--- src/rtl/mac_pkg.sv ---
package mac_pkg;

    typedef enum logic [1:0] {
        OP_IDLE = 2'b00,
        OP_MUL  = 2'b01,
        OP_ADD  = 2'b10,
        OP_SUB  = 2'b11
    } mac_op_e;

    typedef struct packed {
        mac_op_e op;
        logic    x_signed;
        logic    y_signed;
        logic    round;
    } mac_dec_t;

endpackage

--- src/rtl/mac_decode.sv ---
module mac_decode
    import mac_pkg::*;
(
    input  logic [4:0] func_i,
    output mac_dec_t   dec_o
);

    always_comb begin
        dec_o = '{op: OP_IDLE, x_signed: 1'b0, y_signed: 1'b0, round: 1'b0};
        if (!func_i[4]) begin
            if (func_i[3:2] == 2'b00) begin
                // rounded group: both operands two's complement
                dec_o.op       = mac_op_e'(func_i[1:0]);
                dec_o.x_signed = 1'b1;
                dec_o.y_signed = 1'b1;
                dec_o.round    = (func_i[1:0] != 2'b00);
            end else begin
                // sign-mode group
                dec_o.op       = mac_op_e'(func_i[3:2]);
                dec_o.x_signed = !func_i[1];
                dec_o.y_signed = !func_i[0];
            end
        end
    end

endmodule

--- src/rtl/mac_mult.sv ---
module mac_mult #(
    parameter int DW = 16,
    parameter int AW = 40
) (
    input  logic [DW-1:0] x_i,
    input  logic [DW-1:0] y_i,
    input  logic          x_signed_i,
    input  logic          y_signed_i,
    input  logic          frac_i,
    output logic [AW-1:0] prod_o
);

    localparam int PW = 2 * DW + 2;

    logic signed [DW:0]   x_ext;
    logic signed [DW:0]   y_ext;
    logic signed [PW-1:0] raw;
    logic [AW-1:0]        wide;

    always_comb begin
        x_ext  = {x_signed_i & x_i[DW-1], x_i};
        y_ext  = {y_signed_i & y_i[DW-1], y_i};
        raw    = x_ext * y_ext;
        wide   = {{(AW - PW){raw[PW-1]}}, raw};
        prod_o = frac_i ? {wide[AW-2:0], 1'b0} : wide;
    end

    // unsigned by unsigned never yields a negative product
    always_comb begin
        if (!x_signed_i && !y_signed_i && !frac_i) begin
            a_uu_nonneg_r5: assert (!prod_o[AW-1]);
        end
    end

endmodule

--- src/rtl/mac_accum.sv ---
module mac_accum
    import mac_pkg::*;
#(
    parameter int DW = 16,
    parameter int AW = 40
) (
    input  logic [AW-1:0] acc_i,
    input  logic [AW-1:0] prod_i,
    input  mac_op_e       op_i,
    input  logic          round_i,
    output logic [AW-1:0] res_o,
    output logic          ovf_o
);

    localparam int          TOPB = 2 * DW - 1;
    localparam logic [AW-1:0] HALF = AW'(1) << (DW - 1);

    logic [AW-1:0]        sum;
    logic [AW-1:0]        bumped;
    logic                 tie;
    logic [AW-1:TOPB]     top;
    logic signed [AW-1:0] rdiff;

    always_comb begin
        unique case (op_i)
            OP_ADD:  sum = acc_i + prod_i;
            OP_SUB:  sum = acc_i - prod_i;
            default: sum = prod_i;
        endcase
        tie    = (sum[DW-1:0] == HALF[DW-1:0]);
        bumped = sum + HALF;
        if (tie) begin
            bumped[DW] = 1'b0;
        end
        res_o = round_i ? bumped : sum;
        top   = res_o[AW-1:TOPB];
        ovf_o = !((&top) || !(|top));
        rdiff = $signed(res_o - sum);
    end

    // rounding moves the value by at most half an LSB of the middle word
    always_comb begin
        if (round_i) begin
            a_round_bound_r7: assert (rdiff <= $signed(HALF) && rdiff >= -$signed(HALF));
        end
    end

endmodule

--- src/rtl/mac_unit.sv ---
module mac_unit
    import mac_pkg::*;
#(
    parameter int DW = 16,
    parameter int GW = 8
) (
    input  logic          clk,
    input  logic          rst_n,
    input  logic [DW-1:0] x_in,
    input  logic [DW-1:0] y_in,
    input  logic [4:0]    func_in,
    input  logic          int_mode_in,
    input  logic          dest_fb_in,
    output logic [GW-1:0] acc_hi_o,
    output logic [DW-1:0] acc_mid_o,
    output logic [DW-1:0] acc_lo_o,
    output logic [DW-1:0] fb_o,
    output logic          ovf_o
);

    localparam int AW = GW + 2 * DW;

    typedef struct packed {
        logic [AW-1:0] acc;
        logic [DW-1:0] fb;
        logic          ovf;
    } mac_state_t;

    mac_state_t    st_d, st_q;
    mac_dec_t      dec;
    logic [AW-1:0] prod;
    logic [AW-1:0] res;
    logic          res_ovf;

    mac_decode u_dec (
        .func_i (func_in),
        .dec_o  (dec)
    );

    mac_mult #(.DW(DW), .AW(AW)) u_mult (
        .x_i        (x_in),
        .y_i        (y_in),
        .x_signed_i (dec.x_signed),
        .y_signed_i (dec.y_signed),
        .frac_i     (!int_mode_in),
        .prod_o     (prod)
    );

    mac_accum #(.DW(DW), .AW(AW)) u_acc (
        .acc_i   (st_q.acc),
        .prod_i  (prod),
        .op_i    (dec.op),
        .round_i (dec.round),
        .res_o   (res),
        .ovf_o   (res_ovf)
    );

    always_comb begin
        st_d = st_q;
        if (dec.op != OP_IDLE) begin
            if (dest_fb_in) begin
                st_d.fb = res[2*DW-1:DW];
            end else begin
                st_d.acc = res;
                st_d.ovf = res_ovf;
            end
        end
    end

    always_ff @(posedge clk or negedge rst_n) begin
        if (!rst_n) begin
            st_q <= '0;
        end else begin
            st_q <= st_d;
        end
    end

    assign acc_hi_o  = st_q.acc[AW-1:2*DW];
    assign acc_mid_o = st_q.acc[2*DW-1:DW];
    assign acc_lo_o  = st_q.acc[DW-1:0];
    assign fb_o      = st_q.fb;
    assign ovf_o     = st_q.ovf;

    // idle and out-of-range codes leave every output alone
    p_idle_hold_r2: assert property (@(posedge clk) disable iff (!rst_n)
        ($past(func_in) == 5'd0 || $past(func_in[4]))
        |-> ($stable(st_q.acc) && $stable(fb_o) && $stable(ovf_o)));

    // a feedback-destination write never disturbs the accumulator
    p_fb_keeps_acc_r9: assert property (@(posedge clk) disable iff (!rst_n)
        $past(dest_fb_in) |-> ($stable(st_q.acc) && $stable(ovf_o)));

    // an accumulator write never disturbs the feedback word
    p_acc_keeps_fb_r9: assert property (@(posedge clk) disable iff (!rst_n)
        !$past(dest_fb_in) |-> $stable(fb_o));

    // a clear flag means the guard byte is a pure sign extension
    p_no_overflow_r8: assert property (@(posedge clk) disable iff (!rst_n)
        !ovf_o |-> (acc_hi_o == {GW{acc_mid_o[DW-1]}}));

endmodule

--- config.mk ---
export PLATFORM = sky130hd
export DESIGN_NAME = mac_unit
export DESIGN_NICKNAME = d
export VERILOG_FILES = /design/src/rtl/mac_pkg.sv /design/src/rtl/mac_decode.sv /design/src/rtl/mac_mult.sv /design/src/rtl/mac_accum.sv /design/src/rtl/mac_unit.sv
export SDC_FILE = /design/constraint.sdc
export NUM_CORES = 1
export LEC_CHECK = 0
export BUFFER_PORTS_ARGS = -buffer_cell sky130_fd_sc_hd__buf_2
export CORE_MARGIN = 2
export CORE_UTILIZATION = 60
export CTS_CLUSTER_DIAMETER = 40
export DETAILED_ROUTE_END_ITERATION = 10
export PLACE_DENSITY = 0.9
export SYNTH_ARGS = -nofsm -noshare
export SYNTH_HDL_FRONTEND = slang
export SYNTH_SLANG_ARGS = --single-unit
--- constraint.sdc ---
create_clock -name clk -period 5.38 [get_ports clk]
set_input_delay 0 -clock clk [delete_from_list [all_inputs] [get_ports clk]]
set_output_delay 0 -clock clk [all_outputs]
set_load 0.005 [all_outputs]
==> Implementation_results.wiki, run 1 <==
{| class="wikitable"
! Metric !! Value
|-
| Final estimated routing congestion in global placement || 1.04
|-
| FF+latch count, synth || 57
|-
| Synthesized netlist net count || 2,817
|-
| Number of placement rows || 65
|-
| Total Routing Usage GR || 71.9%
|-
| Area of the mapped netlist || 19,200 µm²
|-
| Placed cell count || 3,249
|-
| Wire length of the first global-routing pass || 176,000 µm
|-
| Effective utilization at floorplan || 61.0%
|-
| Most instantiated flip-flop cell in the synthesis netlist || dfrtp_1
|-
| First Err || [ERROR GRT-0116] Global routing finished with congestion. Check the congestion regions in the DRC Viewer.
|-
| Share of synthesized registers carrying an async set or reset || 100%
|-
| Count of input and output buffers || 97
|-
| I/O pin count || 98
|-
| Number of buffers on the longest clock path || 2
|-
| CTS H-tree lvls || 3
|-
| Unique cell type count in the Yosys netlist || 100
|-
| Stopped at || global routing
|-
| Cell chosen for the clock root || clkbuf_16
|-
| Sequential element share of the synthesized area || 7.42%
|-
| Width of the chip || 183 µm
|-
| Remaining global-route overflow || 6
|-
| Post-synth EDFFs || 0
|-
| Per-instance average area after synthesis || 8.17 µm²
|-
| Number of clock sinks || 57
|-
| Number of standard cells after synthesis || 2,353
|-
| Number of synthesis warnings || 0
|-
| Post-placement cell area || 24,000 µm²
|-
| Post-detail-place hpwl || 54,400 µm
|-
| Number of buffers created by CTS || 9
|-
| Number of global-route vias before repair || 28,400
|-
| Height of the die || 183 µm
|-
| Pin count of the biggest net entering global routing || 79
|-
| Result of the run || did not finish
|}
-- per-stage QoR --
| step | TNS, ns | worst slack [ns] | hold WS, ns |
|---|---|---|---|
| after detailed placement | -163.80 | -4.62 | 0.173 |
| after global placement | -145.62 | -4.01 | 0.158 |
| after CTS | -131.23 | -3.60 | 0.104 |
| after floorplan | -111.72 | -3.41 | -0.296 |
-- kinds of logic after synthesis --
family	count (synthesis)	share of synthesized area [%]
and+or+nand+nor	791	20.6
AOI/OAI and AO/OA	484	16.9
buffers and inverters	457	9.10
adders and majority gates	423	39.1
xor gates and xnor gates	104	4.85
DFF	57	7.42
muxes	37	2.00
-- routing by layer --
metal  overflow  GRT usage, %
met1          0          71.0
met2          1          86.5
met3          0          60.7
met4          5          70.6
met5          0          28.0
-- repair_timing --
action,4_1_cts
pin swaps,154
hold endpoints to repair,57
endpoints found under the setup margin,50
resized for setup,267
hold buffers,1
buffers inserted,84
gates cloned,0
-- synth_stat cells (all sizes together), types with 34 or more instances --
cell	count	area [µm²]
clkbuf	86	325
xnor2	64	568
and2	173	1080
ha	126	1580
nor3	39	195
o21ai	143	719
nor2	123	462
a21oi	116	584
xor2	40	365
a211oi	34	285
nand2	298	1120
fa	297	5950
inv	341	1280
dfrtp	57	1430
==> run 2: changes to the inputs <==
Settings changed: CORE_UTILIZATION 60 to 40, CTS_CLUSTER_DIAMETER 40 to unset, PLACE_DENSITY 0.9 to unset, PLACE_DENSITY_LB_ADDON set to 0.15.
==> run 2 against run 1 <==
The flow now finishes, with violations (setup timing). Area after synthesis did not move. Synthesized cell count did not move.
==> Implementation_results.wiki, run 2 <==
{| class="wikitable"
! Metric !! Value
|-
| Sequential element share of the synthesized area || 7.42%
|-
| Cell types with the highest counts after synthesis || inv_1 (341), nand2_1 (298), fa_1 (297), and2_1 (172), o21ai_0 (128)
|-
| Slowest cell on the critical path || fa_2
|-
| Number of standard cells after synthesis || 2,353
|-
| Cell types with the largest area share after synthesis || fa_1 (31%), ha_1 (8.2%), dfrtp_1 (7.4%), inv_1 (6.7%), nand2_1 (5.8%)
|-
| Relative area change from synthesis to final layout || 40.3%
|-
| Post-synth EDFFs || 0
|-
| Total count of hold-check failures in the final report || 0
|-
| Final estimated routing congestion in global placement || 0.891
|-
| Endpoint kind of the worst setup timing path || flip-flop
|-
| Area of the mapped netlist || 19,200 µm²
|-
| Total Routing Usage GR || 25.5%
|-
| Worst clock skew || 0.0112 ns
|-
| Per-instance average area after synthesis || 8.17 µm²
|-
| CTS H-tree lvls || 3
|-
| Unique cell type count in the Yosys netlist || 100
|-
| Violated checks || setup timing
|-
| Synthesized netlist net count || 2,817
|-
| Most instantiated flip-flop cell in the synthesis netlist || dfrtp_1
|-
| Number of buffers created by CTS || 9
|-
| Pin count of the biggest net entering global routing || 95
|-
| TritonCTS clock tree || yes
|-
| Max-slew headroom || 32.0%
|-
| CP required || 5.61 ns
|-
| Final wirelength || 61,100 µm
|-
| Crit path largest cell delay || 0.61 ns
|-
| Share of synthesized registers carrying an async set or reset || 100%
|-
| Latest clock arrival within the worst-skew pair || 0.36 ns
|-
| Die Area || 49,900 µm²
|-
| Remaining global-route overflow || 0
|-
| Fraction of synthesized cell area taken by the top area cell type || 30.9%
|-
| Number of antenna violations at the first check in global routing || 0
|-
| Fraction of the cycle the final worst path needs || 168%
|-
| Final antenna diode count || 0
|-
| Number of synthesis warnings || 0
|-
| Number of placement rows || 80
|-
| Number of buffers on the longest clock path || 2
|-
| Number of clock sinks || 57
|-
| First-pass DRT Iterations || 6
|-
| Count of final max-slew check failures || 0
|-
| Initial DRC Count || 979
|-
| Final sum of negative setup slack || -131.27 ns
|-
| Top cell type by total area after synthesis || fa_1
|-
| Smallest setup slack after layout || -3.65 ns
|-
| Largest driver fanout on the critical path || 8
|-
| Layout net count || 3,437
|-
| CTS clock-pin slew for the worst setup and hold paths || 0.06 ns
|-
| I/O pin count || 98
|-
| Crit Path Category || in2reg
|-
| Drt via density || 5.20
|-
| Count of nets left with antenna violations after detail routing || 0
|-
| Height of the die || 223 µm
|-
| Library cell with the highest instance count after synthesis || inv_1
|-
| Unrepaired setup endpoints after global routing || yes
|-
| Min-delay worst type || in2reg
|-
| Crit path launch type || input pin
|-
| Ratio of cells with drive above 1 in the final layout || 35.9%
|-
| Post-layout utilization of the core || 56.6%
|-
| Effective utilization at floorplan || 40.4%
|-
| Peak clock frequency supported by timing || 111 MHz
|-
| Most common cell after layout, fill and taps aside || buf_4
|-
| Cell chosen for the clock root || clkbuf_16
|-
| Number of global-route vias before repair || 19,500
|-
| Final setup vio count || 48
|-
| Post-route minimum period || 9.03 ns
|-
| Post-detail-place hpwl || 51,400 µm
|-
| Count of input and output buffers || 97
|-
| Count of maximum capacitance violations || 0
|-
| Least-Margin Pin Slew || 1.02 ns
|-
| Width of the chip || 223 µm
|-
| Via count of the routed design || 18,700
|-
| FF+latch count, synth || 57
|-
| Core outline area || 47,600 µm²
|-
| Routed wire per std cell || 17.0 µm
|-
| Most used cells in the layout excluding fill and tap cells || buf_4 (604), inv_1 (332), fa_1 (288)
|-
| Arrival @ worst endpoint || 9.26 ns
|-
| Wire length of the first global-routing pass || 103,000 µm
|-
| Number of DRC violations after detailed routing || 0
|-
| Result of the run || finished, violations left
|}
==> run 2: path summary, 6_finish.rpt <==
kind	start	to	slack, ns	cells past startpoint
worst max-delay path	func_in[2]	ovf_o$_DFFE_PN0P_	-3.65	46
worst min-delay path	dest_fb_in	acc_lo_o[7]$_DFFE_PN0P_	0.12	5
worst max register to register	acc_lo_o[0]$_DFFE_PN0P_	ovf_o$_DFFE_PN0P_	0.82	23
min in group asynchronous	rst_n	acc_lo_o[14]$_DFFE_PN0P_	0.33	3
max in group asynchronous	rst_n	acc_hi_o[4]$_DFFE_PN0P_	4.55	3
worst min register to register	fb_o[11]$_DFFE_PN0P_	fb_o[11]$_DFFE_PN0P_	0.48	2
==> run 2: timing repair <==
| action | in CTS | in global routing |
|---|---|---|
| hold endpoints to repair | 57 | 0 |
| setup buffers | 52 | 24 |
| hold buffers | 1 | 0 |
| setup endpoints to repair | 48 | 50 |
| gates resized for setup | 240 | 87 |
| pin swaps | 164 | 55 |
==> run 2: through the flow <==
step / setup slack [ns] / area (µm²) / instances / hold WS (ns)
2_1_floorplan: -3.41 / 19800 / 2353 / -0.296
3_3_place_gp: -4.43 / 24600 / 3501 / 0.190
3_5_place_dp: -4.48 / 24600 / 3501 / 0.198
4_1_cts: -3.51 / 26400 / 3569 / 0.110
5_1_grt: -4.09 / 27000 / 3593 / 0.138
6_report: -3.65 / 27000 / 3593 / 0.118
==> run 2: kinds of logic after synthesis <==
group	synth area share, %
adder cells (fa/ha/maj)	39.1
AO/OA/AOI/OAI	16.9
AND/OR/NAND/NOR	20.6
flip-flops	7.42
XOR/XNOR	4.85
buffers and inverters	9.10
multiplexers	2.00
==> run 2: cell type report <==
cell class                 instances  area (µm²)
timing repair buffer             725        5460
inverter                         341        1280
fill                            4476       20700
multi-input combinational       1839       17700
clock buffer                       9         225
clock inverter                     7         103
tap                              615         769
sequential                        57        1430
==> run 2: per-layer routing <==
metal | vias up | share of wire (%) | global-route usage (%)
met5 | - | 0 | 0
met4 | 0 | 2.2 | 6.06
met3 | 84 | 3.0 | 1.62
met2 | 368 | 48 | 42.8
met1 | 9224 | 47 | 36.2
li1 | 8992 | - | -
==> run 2: worst max-delay path: cells and delay by family <==
family / cells / cell delay, ns
xor gates and xnor gates: 3 / 0.49
buffers and inverters: 13 / 1.47
AOI/OAI and AO/OA: 11 / 1.65
adders and majority gates: 8 / 3.68
muxes: 1 / 0.28
and+or+nand+nor: 10 / 1.69
Power of run 2 is left out: the tool's default activity adds up to more than one toggle a clock period on the data nets, which glitch-free logic cannot reach.
